## src/rtl/ecc_log_pkg.sv

```systemverilog
package ecc_log_pkg;
  localparam int ADDR_W   = 32;
  localparam int DATA_W   = 32;
  localparam int PAGE_LSB = 12;
  localparam int ROW_W    = 3;
  localparam int NCLS     = 2;   // class 0 single-bit, class 1 multi-bit
  localparam int RIDX_W   = 2;
  localparam int PAGE_W   = ADDR_W - PAGE_LSB;
  localparam int STRIDE   = ROW_W + 1;

  typedef enum logic [1:0] {
    MODE_OFF     = 2'b00,
    MODE_CHECK   = 2'b01,
    MODE_CORRECT = 2'b10,
    MODE_SCRUB   = 2'b11
  } integ_mode_e;

  localparam logic [RIDX_W-1:0] IDX_PTR  = 2'd0;
  localparam logic [RIDX_W-1:0] IDX_STAT = 2'd1;
  localparam logic [RIDX_W-1:0] IDX_CMD  = 2'd2;
  localparam logic [RIDX_W-1:0] IDX_MODE = 2'd3;

  function automatic logic [PAGE_W-1:0] page_of(input logic [ADDR_W-1:0] a);
    return a[ADDR_W-1:PAGE_LSB];
  endfunction

  function automatic logic [DATA_W-1:0] pack_ptr(input logic [PAGE_W-1:0] pg,
                                                 input logic [NCLS-1:0] fl);
    logic [DATA_W-1:0] v;
    v = '0;
    v[PAGE_LSB +: PAGE_W] = pg;
    v[NCLS-1:0] = fl;
    return v;
  endfunction
endpackage

```

## src/rtl/ecc_class_log.sv

```systemverilog
module ecc_class_log
  import ecc_log_pkg::*;
#(
  parameter int RW = ROW_W
) (
  input  logic          clk,
  input  logic          rst_n,
  input  logic          log_en,
  input  logic          evt,
  input  logic [RW-1:0] row_in,
  input  logic          clr,
  output logic          flag_o,
  output logic [RW-1:0] row_o,
  output logic          rec_o
);
  logic          flag_q;
  logic [RW-1:0] row_q;

  assign rec_o  = log_en & evt & ~flag_q;
  assign flag_o = flag_q;
  assign row_o  = row_q;

  always_ff @(posedge clk) begin
    if (!rst_n) begin
      flag_q <= 1'b0;
      row_q  <= '0;
    end else if (rec_o) begin
      flag_q <= 1'b1;
      row_q  <= row_in;
    end else if (clr) begin
      flag_q <= 1'b0;
    end
  end

  AST_ROW_HOLD: assert property (@(posedge clk) disable iff (!rst_n)
    flag_q |=> (!flag_q || $stable(row_q)));
  AST_REC_SETS: assert property (@(posedge clk) disable iff (!rst_n)
    rec_o |=> (flag_q && row_q == $past(row_in)));
  AST_OFF_QUIET: assert property (@(posedge clk) disable iff (!rst_n)
    (!log_en && !flag_q) |=> !flag_q);
  AST_REC_GAP: assert property (@(posedge clk) disable iff (!rst_n)
    rec_o |=> !rec_o);
endmodule

```

## src/rtl/ecc_addr_ptr.sv

```systemverilog
module ecc_addr_ptr
  import ecc_log_pkg::*;
#(
  parameter int AW = ADDR_W,
  parameter int LSB = PAGE_LSB,
  parameter int NC = NCLS
) (
  input  logic              clk,
  input  logic              rst_n,
  input  logic              log_en,
  input  logic [NC-1:0]     evt,
  input  logic [AW-1:0]     addr_in,
  input  logic [NC-1:0]     clr,
  output logic [NC-1:0]     flags_o,
  output logic [AW-LSB-1:0] page_o,
  output logic              cap_o
);
  logic [NC-1:0]     flags_q;
  logic [AW-LSB-1:0] page_q;
  logic              unused_low;

  assign unused_low = ^addr_in[LSB-1:0];
  assign cap_o   = log_en & (|evt) & ~(|flags_q);
  assign flags_o = flags_q;
  assign page_o  = page_q;

  always_ff @(posedge clk) begin
    if (!rst_n) begin
      flags_q <= '0;
      page_q  <= '0;
    end else if (cap_o) begin
      flags_q <= evt;
      page_q  <= addr_in[AW-1:LSB];
    end else begin
      flags_q <= flags_q & ~clr;
    end
  end

  AST_PTR_HOLD: assert property (@(posedge clk) disable iff (!rst_n)
    (|flags_q) |=> $stable(page_q));
  AST_PTR_NO_NEW: assert property (@(posedge clk) disable iff (!rst_n)
    (|flags_q) |=> ((flags_q & ~$past(flags_q)) == '0));
  AST_PTR_CAPTURE: assert property (@(posedge clk) disable iff (!rst_n)
    cap_o |=> (flags_q == $past(evt)));
endmodule

```

## src/rtl/ecc_ctrl_regs.sv

```systemverilog
module ecc_ctrl_regs
  import ecc_log_pkg::*;
#(
  parameter int NC = NCLS
) (
  input  logic          clk,
  input  logic          rst_n,
  input  logic          wr_cmd,
  input  logic          wr_mode,
  input  logic [NC-1:0] cmd_wdata,
  input  logic [1:0]    mode_wdata,
  output logic [NC-1:0] cmd_en_o,
  output integ_mode_e   mode_o
);
  logic [NC-1:0] cmd_q;
  integ_mode_e   mode_q;

  assign cmd_en_o = cmd_q;
  assign mode_o   = mode_q;

  always_ff @(posedge clk) begin
    if (!rst_n) begin
      cmd_q  <= '0;
      mode_q <= MODE_OFF;
    end else begin
      if (wr_cmd)  cmd_q  <= cmd_wdata;
      if (wr_mode) mode_q <= integ_mode_e'(mode_wdata);
    end
  end

  AST_CMD_KEEP: assert property (@(posedge clk) disable iff (!rst_n)
    !wr_cmd |=> $stable(cmd_q));
endmodule

```

## src/rtl/ecc_err_log.sv

```systemverilog
module ecc_err_log
  import ecc_log_pkg::*;
(
  input  logic              clk,
  input  logic              rst_n,
  input  logic              sbe_i,
  input  logic              mbe_i,
  input  logic [ADDR_W-1:0] fail_addr_i,
  input  logic [ROW_W-1:0]  fail_row_i,
  input  logic              reg_wr_i,
  input  logic [RIDX_W-1:0] reg_addr_i,
  input  logic [DATA_W-1:0] reg_wdata_i,
  output logic [DATA_W-1:0] reg_rdata_o,
  output logic              serr_o
);
  logic [NCLS-1:0]   evt;
  logic [NCLS-1:0]   rec;
  logic [NCLS-1:0]   cls_flag;
  logic [ROW_W-1:0]  cls_row [NCLS];
  logic [NCLS-1:0]   ptr_flags;
  logic [PAGE_W-1:0] ptr_page;
  logic              ptr_cap;
  logic [NCLS-1:0]   cmd_en;
  integ_mode_e       mode;
  logic              log_en;
  logic              wr_ptr, wr_stat, wr_cmd, wr_mode;
  logic [DATA_W-1:0] stat_word;
  logic              serr_q;
  logic              unused_wdata;

  assign evt     = {mbe_i, sbe_i};
  assign log_en  = (mode != MODE_OFF);
  assign wr_ptr  = reg_wr_i && (reg_addr_i == IDX_PTR);
  assign wr_stat = reg_wr_i && (reg_addr_i == IDX_STAT);
  assign wr_cmd  = reg_wr_i && (reg_addr_i == IDX_CMD);
  assign wr_mode = reg_wr_i && (reg_addr_i == IDX_MODE);
  assign unused_wdata = ^reg_wdata_i;

  ecc_addr_ptr u_ptr (
    .clk     (clk),
    .rst_n   (rst_n),
    .log_en  (log_en),
    .evt     (evt),
    .addr_in (fail_addr_i),
    .clr     (wr_ptr ? reg_wdata_i[NCLS-1:0] : '0),
    .flags_o (ptr_flags),
    .page_o  (ptr_page),
    .cap_o   (ptr_cap)
  );

  for (genvar k = 0; k < NCLS; k++) begin : g_cls
    ecc_class_log u_cls (
      .clk    (clk),
      .rst_n  (rst_n),
      .log_en (log_en),
      .evt    (evt[k]),
      .row_in (fail_row_i),
      .clr    (wr_stat & reg_wdata_i[k*STRIDE]),
      .flag_o (cls_flag[k]),
      .row_o  (cls_row[k]),
      .rec_o  (rec[k])
    );
  end

  ecc_ctrl_regs u_ctrl (
    .clk        (clk),
    .rst_n      (rst_n),
    .wr_cmd     (wr_cmd),
    .wr_mode    (wr_mode),
    .cmd_wdata  (reg_wdata_i[NCLS-1:0]),
    .mode_wdata (reg_wdata_i[1:0]),
    .cmd_en_o   (cmd_en),
    .mode_o     (mode)
  );

  always_comb begin
    stat_word = '0;
    for (int k = 0; k < NCLS; k++) begin
      stat_word[k*STRIDE]             = cls_flag[k];
      stat_word[k*STRIDE+1 +: ROW_W]  = cls_row[k];
    end
  end

  always_comb begin
    reg_rdata_o = '0;
    unique case (reg_addr_i)
      IDX_PTR:  reg_rdata_o = pack_ptr(ptr_page, ptr_flags);
      IDX_STAT: reg_rdata_o = stat_word;
      IDX_CMD:  reg_rdata_o[NCLS-1:0] = cmd_en;
      IDX_MODE: reg_rdata_o[1:0] = mode;
      default:  reg_rdata_o = '0;
    endcase
  end

  always_ff @(posedge clk) begin
    if (!rst_n) serr_q <= 1'b0;
    else        serr_q <= |(rec & cmd_en);
  end
  assign serr_o = serr_q;

  AST_SERR_SOURCE: assert property (@(posedge clk) disable iff (!rst_n)
    serr_o |-> $past(|rec));
  AST_SERR_MASKED: assert property (@(posedge clk) disable iff (!rst_n)
    (cmd_en == '0) |=> !serr_o);
  AST_BOTH_CAPTURE: assert property (@(posedge clk) disable iff (!rst_n)
    (ptr_cap && (&evt)) |=> (&ptr_flags));
  AST_OFF_NO_CAPTURE: assert property (@(posedge clk) disable iff (!rst_n)
    !log_en |-> (!ptr_cap && rec == '0));
endmodule

```

## config.mk

```make
export PLATFORM = sky130hd
export DESIGN_NAME = ecc_err_log
export DESIGN_NICKNAME = d
export VERILOG_FILES = /design/src/rtl/ecc_log_pkg.sv /design/src/rtl/ecc_class_log.sv /design/src/rtl/ecc_addr_ptr.sv /design/src/rtl/ecc_ctrl_regs.sv /design/src/rtl/ecc_err_log.sv
export SDC_FILE = /design/constraint.sdc
export NUM_CORES = 1
export LEC_CHECK = 0
export BUFFER_PORTS_ARGS = -buffer_cell sky130_fd_sc_hd__buf_2
export CAP_MARGIN = 20
export CORE_ASPECT_RATIO = 0.9
export CORE_MARGIN = 2
export CORE_UTILIZATION = 40
export CTS_CLUSTER_SIZE = 40
export DETAILED_ROUTE_END_ITERATION = 8
export HOLD_SLACK_MARGIN = 0.03
export PLACE_DENSITY = 0.83
export SLEW_MARGIN = 20
export SYNTH_ARGS = -nofsm -noshare
export SYNTH_HDL_FRONTEND = slang
export SYNTH_SLANG_ARGS = --single-unit
export TNS_END_PERCENT = 20
```

## constraint.sdc

```tcl
create_clock -name clk -period 1.3 [get_ports clk]
set_input_delay 0.26 -clock clk [delete_from_list [all_inputs] [get_ports clk]]
set_output_delay 0.26 -clock clk [all_outputs]
set_load 0.02 [all_outputs]
```

# Word-level counts from Yosys, hierarchy flattened
# Cells that the tools add are included.
# classes
n_reduce_logical	11
eq_ne	3
bitwise_logic	14
muxes	8
# op_table
op	n
$pmux 30 s2	1
$and 1x1->1	8
$pmux 2 s4	1
$reduce_bool 2->1	3
$reduce_or 2->1	3
$and 2x2->2	2
$eq 2x2->1 const B	2
$logic_and 1x1->1	4
$mux 1	4
$mux 2	2
$not 1->1	3
$eq 2x1->1 const B	1
$logic_not 2->1	1
$not 2->2	1
# word_totals
output_inout_bits	33
word_cells	45
register_bits	35
input_bits	74

# Depth between registers and ports, before layout
# Gate-level depths: netlist (run 1).
# logic_depth
ltp_word	6
mapped_depth	4
ltp_nobuf	3

# Cells and area by module
# From an unflattened synthesis (run 1), not the netlist that was laid out.
# hier_totals
hier_cells	191
hier_area_um2	1751.7
# by_module_without_submodules
module	cells_per_inst	area_per_inst_um2	n_inst	seq_area_each_um2
ecc_addr_ptr	97	917.1	1	440.4
ecc_err_log	48	351.6	1	20.0
ecc_class_log	17	168.9	2	80.1
ecc_ctrl_regs	12	145.1	1	80.1

# Worst setup path before layout (run 1)
# No wires, ideal clock.
# synth_path
path_type	in2out
start	input port reg_addr_i[0]
end	output port reg_rdata_o[0]
required_time_ps	1040
path_stages	2
t_arrival_ps	1071
path_slack_ps	-31
path_cell_list	buf_2 -> mux4_1
# synth_via
elab_chain_len	2
# synth_lines
element	line	rtl
start: declaration	ecc_err_log.sv:11	input logic [RIDX_W-1:0] reg_addr_i,
$eq 2x2->1, or another cell as far along	ecc_err_log.sv:86	unique case (reg_addr_i)
$pmux 2 s4 *	ecc_err_log.sv:86	
end: declaration	ecc_err_log.sv:13	output logic [DATA_W-1:0] reg_rdata_o,
# Mark *: on every way between the ends. The rest lies on a longest branch, timed or not.

# Worst setup path after layout (run 1)
# layout_path
start	register u_ctrl.mode_q[0], in the netlist u_ctrl.mode_o[0]
end	output port reg_rdata_o[0]
# layout_via
elab_chain_len	1
# layout_lines
element	line	rtl
start: declaration	ecc_ctrl_regs.sv:16	integ_mode_e mode_q;
start signal: assignment	ecc_ctrl_regs.sv:27	if (wr_mode) mode_q <= integ_mode_e'(mode_wdata);
$pmux 2 s4	ecc_err_log.sv:86	
# No other way between the ends.

==> metrics.txt, run 1 <==
outcome finished with violations; violated checks setup timing; Synth Area in Adders 0; most frequent cells in the layout buf_2, nand2_1, dfxtp_1; critical path capture point type output pin; post-synthesis xor/xnor area fraction 0; fraction of layout cells with a size suffix above 1 0.343; multiplexer share of the synthesized area 0.162; maximum clock frequency 0.656 GHz; RSZ-0062 raised after global routing yes; Leakage 1.03 nW; IO Pins 107; Ant. Diodes 0; r2r setup slk -0.01 ns; Core Area 4370 um2; crit-path leading delay family multiplexers; Tot GR Track Use 0.155; min-delay worst type in2reg; Final WS setup -0.225 ns; via count 1,538; row count 23; post-layout min period 1.53 ns; die width 74.5 um; Die Y 67.4 um; Max VDD drop 0.621 mV; fillers 420; vias in the first global route 1,266; CTS H-tree lvls 2; Final ANT Viol Nets 0; final setup violating endpoints 3; final slew viol count 0; starting density of the core 0.409; initial antenna violation count 0; Synth Area per Inst 8.98 um2; DRC Markers 0; classification of the worst setup path reg2out; commonest non-fill, non-tap cell in the layout buf_2; clk slew on worst S/H paths 0.07 ns; design area 2300 um2; DIE AREA 5020 um2; Syn. warnings 0; CTS tree built; DRT Pass-1 Iters 4; flops & latches, synth 35; Congestion Overflow GR 0; Compound-Gate Fraction of Synth Area 0.0784; Crit Reg-Reg Endpoint u_ptr.page_o[16]; Post-Synth Simple-Gate Area 0.279; fin crit share 1.17; Final Hold Vio Count 0; slowest CP cell mux4_2; PortBufs 61; TritonCTS Sinks 35; largest net degree at the start of global routing 56; nets@finish 338; Area Growth Syn to Fin 28.9%; clock root cell clkbuf_8; Switching Share 0.251; first-pass GRT wire length 5840 um; synthesized area 1790 um2; WL/cell 12.1 um; area post-placement 2110 um2; Setup Skew 0.00279 ns; Critical Path AT 1.27 ns; clock group share of total power 0.376; Worst-Skew Late Latency 0.28 ns; worst reg2reg startpoint u_ctrl.mode_o[0]; synth unique cells 28; vias per cell 4.70; Internal Pwr Total 0.00174 W; power density cells 1010 nW/um2; combinational power share 0.138; hold worst-path end u_ptr.page_o[12]; hold slack 0.217 ns; maximum clock path buffer count 2; HP Start fail_addr_i[24]; Worst Path Buf+Inv 1; Flop pwr share 0.485; Setup crit start kind register; CTS Buf Count 5; max incr delay on CP 0.48 ns; post-DP HPWL 2590 um; sequential-to-total area share from yosys stat 0.392; drt first-iter violations 72; crit-path max FO 2; cells after synthesis 199; largest family of logic cells by synthesized area simple AND/OR/NAND/NOR gates; cells along the critical path mux4_2, buf_6; Final Routed Wirelength 3940 um; gpl congestion 0.784; hold depth 3; Worst R2R Path Depth 5; Max-Cap Viols 0; Data required, critical path 1.04 ns; NetSw 0.000583 W
[area by class of cell]
cell class / instances / area [um2] / area share
clock buffers: 8 / 100 / 0.0434
multi-input cells: 148 / 947 / 0.411
well taps: 62 / 77.6 / 0.0337
inverters: 2 / 7.51 / 0.00326
repair buffers: 72 / 457 / 0.198
flip-flops and latches: 35 / 716 / 0.311
[flip-flops by register name (all words and copies together), names as in the netlist]
| signal | cells |
|---|---|
| u_ctrl.cmd_en_o | 2 |
| serr_o | 1 |
| u_ptr.page_o | 20 |
| u_ptr.flags_o | 2 |
| g_cls.u_cls.flag_o | 2 |
| u_ctrl.mode_o | 2 |
| g_cls.u_cls.row_o | 6 |
[cell families (layout without fill, tap and decap cells)]
logic type	count (synthesis)	count (layout)
other	1	4
muxes	26	26
DFF	35	35
AOI/OAI and AO/OA	21	21
buffers and inverters	19	82
and+or+nand+nor	97	97
[Yosys cell counts (all sizes together)]
| cell type | count | area share |
|---|---|---|
| a21boi | 9 | 0.038 |
| a31oi | 2 | 0.0070 |
| and2 | 26 | 0.091 |
| and2b | 1 | 0.0042 |
| buf | 11 | 0.048 |
| clkbuf | 6 | 0.035 |
| conb | 1 | 0.0021 |
| dfxtp | 35 | 0.39 |
| inv | 2 | 0.0042 |
| mux2i | 24 | 0.13 |
| mux4 | 2 | 0.027 |
| nand2 | 42 | 0.088 |
| nand2b | 2 | 0.0070 |
| nand3 | 11 | 0.031 |
| nand3b | 1 | 0.0042 |
| nor2 | 6 | 0.017 |
| nor2b | 6 | 0.021 |
| nor4 | 1 | 0.012 |
| o21a | 2 | 0.0084 |
| o21ai | 6 | 0.017 |
| o31ai | 2 | 0.0084 |
| or2 | 1 | 0.0035 |
[power by group through the flow]
stage,combinational [W],sequential (W),clock [W]
after floorplan,0.000216,0.00115,0
after global placement,0.000291,0.00116,0
after detailed placement,0.000296,0.00116,0
after CTS,0.000312,0.00113,0.000897
after global routing,0.000356,0.00113,0.000941
final,0.000321,0.00113,0.000874
[worst max path at each step]
stage | start | endpoint | slack [ns] | cells after the start
final | u_ctrl.mode_o[0] | reg_rdata_o[0] | -0.23 | 2
after global routing | u_ctrl.mode_o[0] | reg_rdata_o[0] | -0.26 | 2
after CTS | u_ctrl.mode_o[0] | reg_rdata_o[0] | -0.24 | 2
after detailed placement | reg_addr_i[0] | reg_rdata_o[0] | -0.07 | 3
after global placement | reg_addr_i[0] | reg_rdata_o[0] | -0.05 | 3
after floorplan | reg_addr_i[1] | reg_rdata_o[1] | 0.05 | 2
[timing repair]
item | in CTS | in global routing
gates resized for setup | 15 | 15
gates cloned | 0 | 1
hold buffers | 0 | 0
setup buffers | 3 | 0
setup endpoints to repair | 9 | 45
pin swaps | 0 | 1
[worst register-to-register path: cells and delay by family (launching register included)]
kind          cells  cell delay, ns
buf+inv           2            0.36
flops             1            0.35
mux               1            0.22
simple gates      2            0.31
[per-layer routing]
layer	global-route usage	up-vias	share of wire	routed length [um]
met3	0.0313	5	0.043	171
met2	0.240	44	0.49	1950
li1	-	778	-	-
met5	0	-	0	0
met4	0.0804	0	0.012	47
met1	0.205	711	0.45	1780
[through the flow]
stage | utilization | setup WS, ns | setup TNS, ns | cells | total power (W)
2_1_floorplan | - | 0.0490 | 0 | 202 | 0.00137
3_3_place_gp | 0.482 | -0.0526 | -0.132 | 315 | 0.00145
3_5_place_dp | 0.482 | -0.0749 | -0.139 | 315 | 0.00145
4_1_cts | 0.518 | -0.241 | -0.483 | 326 | 0.00234
5_1_grt | 0.527 | -0.263 | -1.09 | 327 | 0.00243
6_report | 0.527 | -0.225 | -0.453 | 327 | 0.00232
Note: power is estimated with default switching activity, not from simulation.
==> run 2: changes to the inputs <==
--- a/config.mk
+++ b/config.mk
@@ -10,6 +10,7 @@
 export CORE_ASPECT_RATIO = 0.9
 export CORE_MARGIN = 2
 export CORE_UTILIZATION = 40
+export CTS_BUF_LIST = sky130_fd_sc_hd__clkbuf_8
 export CTS_CLUSTER_SIZE = 40
 export DETAILED_ROUTE_END_ITERATION = 8
 export HOLD_SLACK_MARGIN = 0.03
@@ -18,4 +19,3 @@
 export SYNTH_ARGS = -nofsm -noshare
 export SYNTH_HDL_FRONTEND = slang
 export SYNTH_SLANG_ARGS = --single-unit
-export TNS_END_PERCENT = 20
==> metrics.txt, run 2 (same netlist as run 1, synthesis figures left out) <==
outcome finished with violations; violated checks setup timing; Max-Cap Viols 0 (unchanged); Die Y 67.4 um (unchanged); IO Pins 107 (unchanged); first-pass GRT wire length 5910 um (+1.3%); CTS H-tree lvls 2 (unchanged); slowest CP cell mux4_2; largest net degree at the start of global routing 56 (unchanged); vias per cell 4.72 (+0.43%); DRT Pass-1 Iters 4 (unchanged); drt first-iter violations 69 (-4.2%); post-DP HPWL 2590 um (unchanged); Ant. Diodes 0 (unchanged); Place WS -0.0749 ns (unchanged); initial antenna violation count 0 (unchanged); post-route core utilization 0.553 (+0.0266); area of the multi-input gates 947 um2 (unchanged); CTS tree built; Critical Path AT 1.26 ns (about the same); vias in the first global route 1,262 (-0.32%); row count 23 (unchanged); Tot GR Track Use 0.158 (+0.00218); min-delay worst type in2reg; max reg flops 20 (unchanged); gpl congestion 0.784 (unchanged); crit-path max FO 2 (unchanged); DRC Markers 0 (unchanged); fin crit share 1.17 (about the same); PortBufs 61 (unchanged); final slew viol count 0 (unchanged); cells along the critical path mux4_2, buf_6; CTS Buf Count 5 (unchanged); Worst R2R Path Depth 6 (+1); WL/cell 12.7 um (+5.2%); TNS Setup -1.23 ns (-0.773 ns); maximum clock path buffer count 2 (unchanged); Final Hold Vio Count 0 (unchanged); Area Growth Syn to Fin 35.4%; post-layout min period 1.52 ns (-0.00106 ns); Final Routed Wirelength 4220 um (+7.1%); die width 74.5 um (unchanged); Final ANT Viol Nets 0 (unchanged); RSZ-0062 raised after global routing yes; Worst-Skew Late Latency 0.28 ns (about the same); TritonCTS Sinks 35 (unchanged); Leakage 1.08 nW (+5.1%); hold depth 3 (unchanged); Final WS setup -0.224 ns (+0.00106 ns); Data required, critical path 1.04 ns (about the same); hold buffer count at CTS 0 (unchanged); max incr delay on CP 0.48 ns (about the same); Core Area 4370 um2 (unchanged); Setup crit start kind register; critical path capture point type output pin; maximum clock frequency 0.656 GHz (about the same); classification of the worst setup path reg2out; via count 1,573 (+2.3%); fillers 410 (-2.4%); clk slew on worst S/H paths 0.07 ns (about the same); nets@finish 344 (+1.8%); clock root cell clkbuf_8; Max VDD drop 0.621 mV (about the same); hold slack 0.215 ns (-0.00205 ns); final setup violating endpoints 22 (+19); Sequential Area 716 um2 (unchanged); fraction of layout cells with a size suffix above 1 0.358 (+0.0145); most frequent cells in the layout buf_2, nand2_1, dfxtp_1; starting density of the core 0.409 (unchanged); power density cells 971 nW/um2 (-3.6%); DIE AREA 5020 um2 (unchanged); commonest non-fill, non-tap cell in the layout buf_2; Setup Skew 0.00337 ns (+0.000579 ns); Congestion Overflow GR 0 (unchanged)
## run 2: cell types whose count changed in the layout (fill, tap and decap cells not counted), sizes merged
| cell | before | now |
|---|---|---|
| inv | 2 | 3 |
| buf | 72 | 75 |
| clkbuf | 8 | 10 |
## run 2: routing by layer
layer  part of all wire  vias up  track usage
met3              0.051        7       0.0313
met1               0.46      721        0.212
met5                  0        -            0
met4              0.019        0       0.0804
met2               0.47       52        0.239
li1                   -      793            -
## run 2: per-stage QoR
stage	instances	instance area, um2	total power [W]
after floorplan	202	1800	0.00137
after global placement	315	2110	0.00145
after detailed placement	315	2110	0.00145
after CTS	327	2300	0.00234
after global routing	333	2420	0.00246
final	333	2420	0.00235
## run 2: worst max-delay path: cells and delay by family, from the launching register on
kind                   cells  cell delay [ns]
DFF                        1             0.35
muxes                      1             0.48
buffers and inverters      1             0.15
## run 2: worst paths after layout
| check | slack, ns | from | endpoint |
|---|---|---|---|
| max reg2reg | -0.07 | u_ctrl.mode_o[0] | u_ptr.page_o[16] |
| max | -0.22 | u_ctrl.mode_o[0] | reg_rdata_o[0] |
| min | 0.22 | fail_addr_i[22] | u_ptr.page_o[10] |
| min reg2reg | 0.45 | u_ptr.page_o[1] | u_ptr.page_o[1] |
## run 2: where the power goes
group	switching (W)	leakage, nW	internal (W)	total [W]
Sequential	0.0000207	0.287	0.00111	0.00113
Clock	0.000391	0.0557	0.000476	0.000867
Combinational	0.000181	0.737	0.000176	0.000357
## run 2: area by class of cell
class | instances | share of cell area
multi-input combinational | 148 | 0.391
sequential | 35 | 0.296
timing repair buffer | 78 | 0.237
clock buffer | 7 | 0.0398
tap | 62 | 0.0320
inverter | 2 | 0.00310
clock inverter | 1 | 0.00155
## run 2: timing repair
item | 4_1_cts | 5_1_grt
cloned | 1 | 4
resized for setup | 15 | 27
endpoints found under the setup margin | 9 | 45
pin swaps | 0 | 2
buffers inserted | 3 | 2
==> run 3: changes to the inputs <==
--- a/config.mk
+++ b/config.mk
@@ -7,14 +7,16 @@
 export LEC_CHECK = 0
 export BUFFER_PORTS_ARGS = -buffer_cell sky130_fd_sc_hd__buf_2
 export CAP_MARGIN = 20
+export CELL_PAD_IN_SITES_DETAIL_PLACEMENT = 0
+export CELL_PAD_IN_SITES_GLOBAL_PLACEMENT = 1
 export CORE_ASPECT_RATIO = 0.9
 export CORE_MARGIN = 2
-export CORE_UTILIZATION = 40
+export CORE_UTILIZATION = 31
 export CTS_BUF_LIST = sky130_fd_sc_hd__clkbuf_8
 export CTS_CLUSTER_SIZE = 40
 export DETAILED_ROUTE_END_ITERATION = 8
 export HOLD_SLACK_MARGIN = 0.03
-export PLACE_DENSITY = 0.83
+export PLACE_DENSITY = 0.9
 export SLEW_MARGIN = 20
 export SYNTH_ARGS = -nofsm -noshare
 export SYNTH_HDL_FRONTEND = slang
==> metrics.txt, run 3 (same netlist as run 1, synthesis figures left out) <==
min-delay worst type in2reg; post-DP HPWL 2720 um (+5.3%); TritonCTS Sinks 35 (unchanged); via count 1,565 (-0.51%); Crit Reg-Reg Endpoint u_ptr.page_o[14]; Worst R2R Path Depth 6 (unchanged); hold slack 0.225 ns (+0.00934 ns); fraction of layout cells with a size suffix above 1 0.388 (+0.0297); Critical Path AT 1.26 ns (about the same); final setup violating endpoints 17 (-23%); post-layout min period 1.52 ns (-0.00536 ns); crit-path max FO 2 (unchanged); final slew viol count 0 (unchanged); clock root cell clkbuf_8; fin crit share 1.17 (-0.00413); CTS H-tree lvls 2 (unchanged); Final ANT Viol Nets 0 (unchanged); hold worst-path end u_ptr.page_o[16]; hold depth 3 (unchanged); DRC Markers 0 (unchanged); starting density of the core 0.318 (-0.0911); Max-Cap Viols 0 (unchanged); initial antenna violation count 0 (unchanged); gpl congestion 0.764 (-2.6%); largest net degree at the start of global routing 56 (unchanged); r2r setup slk -0.03 ns (+0.04 ns); classification of the worst setup path reg2out; max reg flops 20 (unchanged); Final WS setup -0.219 ns (+0.00536 ns); critical path capture point type output pin; commonest non-fill, non-tap cell in the layout buf_2; drt first-iter violations 30 (-57%); row count 26 (+13%); CTS Buf Count 5 (unchanged); fillers 568 (+39%); Final Hold Vio Count 0 (unchanged); Final Routed Wirelength 4350 um (+3.0%); Setup Skew 0.00360 ns (+0.000226 ns); most frequent cells in the layout buf_2, nand2_1, dfxtp_1; DIE AREA 6390 um2 (+27%); hold buffer count at CTS 0 (unchanged); outcome finished with violations; vias in the first global route 1,439 (+14%); power density cells 940 nW/um2 (-3.2%); Core Area 5630 um2 (+29%); Setup crit start kind register; vias per cell 4.52 (-4.2%); Congestion Overflow GR 0 (unchanged); WL/cell 12.6 um (-0.84%); nets@finish 349 (+1.5%); maximum clock path buffer count 2 (unchanged); Worst-Skew Late Latency 0.27 ns (about the same); die width 84.1 um (+13%); Tot GR Track Use 0.131 (-0.0261); Ant. Diodes 0 (unchanged); Area Growth Syn to Fin 40.5%; IO Pins 107 (unchanged); first-pass GRT wire length 6870 um (+16%); final std cells w/o fill 346 (+3.9%); PortBufs 61 (unchanged); Data required, critical path 1.04 ns (about the same); violated checks setup timing; HP Start fail_addr_i[28]; clk slew on worst S/H paths 0.07 ns (about the same); RSZ-0062 raised after global routing yes; total power 0.00236 W (+0.46%); CTS tree built; TNS Setup -0.676 ns (+0.551 ns); placed cells 324 (+2.9%); Die Y 76.0 um (+13%); Leakage 1.13 nW (+4.4%); Max VDD drop 0.422 mV (-32%); maximum clock frequency 0.658 GHz (+0.35%); worst reg2reg startpoint u_ctrl.mode_o[0]; DRT Pass-1 Iters 4 (unchanged)
run 3: cell types whose count changed in the layout (fill, tap and decap cells not counted), sizes merged:
cell,change
buf,+7
clkbuf,-2
run 3: critical path, stage by stage, from the launching register on:
cell	delay [ns]
dfxtp_4	0.35
mux4_2	0.49
buf_6	0.15
run 3: cell type report:
cell class                 count  area [um2]  share of cell area
timing repair buffer          83         639               0.254
clock inverter                 1        3.75             0.00149
inverter                       2        7.51             0.00299
tap                           70        87.6              0.0349
multi-input combinational    148         960               0.382
sequential                    35         718               0.286
clock buffer                   7        96.3              0.0383
run 3: per-stage QoR:
step                      setup slack (ns)  area [um2]   util
after floorplan                     0.0490        1800      -
after global placement             -0.0404        2120  0.378
after detailed placement           -0.0574        2120  0.378
after CTS                           -0.229        2370  0.422
after global routing                -0.247        2510  0.446
final                               -0.219        2510  0.446
run 3: how the worst max path moves through the flow:
stage | start | end
after global routing | u_ctrl.mode_o[0] | reg_rdata_o[0]
final | u_ctrl.mode_o[0] | reg_rdata_o[0]
after CTS | u_ctrl.mode_o[0] | reg_rdata_o[0]
after detailed placement | reg_addr_i[0] | reg_rdata_o[0]
after global placement | reg_addr_i[1] | reg_rdata_o[1]
after floorplan | reg_addr_i[1] | reg_rdata_o[1]
run 3: report_power, final:
| group | total, W | internal [W] | switching (W) | leakage (nW) |
|---|---|---|---|---|
| clock network | 0.000850 | 0.000476 | 0.000374 | 0.0557 |
| registers | 0.00112 | 0.00111 | 0.0000193 | 0.288 |
| logic | 0.000388 | 0.000196 | 0.000192 | 0.784 |
| total | 0.00236 | 0.00178 | 0.000585 | 1.13 |
run 3: repair_timing:
action / 4_1_cts / 5_1_grt
gates cloned: 2 / 3
buffers inserted: 7 / 2
pin swaps: 1 / 7
setup endpoints to repair: 15 / 46
gates resized for setup: 19 / 33
run 3: layer usage:
metal	vias to the layer above	wire, um	share of wire	track usage
met5	-	0	0	0
met4	0	17	0.0039	0.0290
met3	2	182	0.042	0.0347
met2	32	2000	0.46	0.211
met1	725	2150	0.49	0.178
li1	806	-	-	-
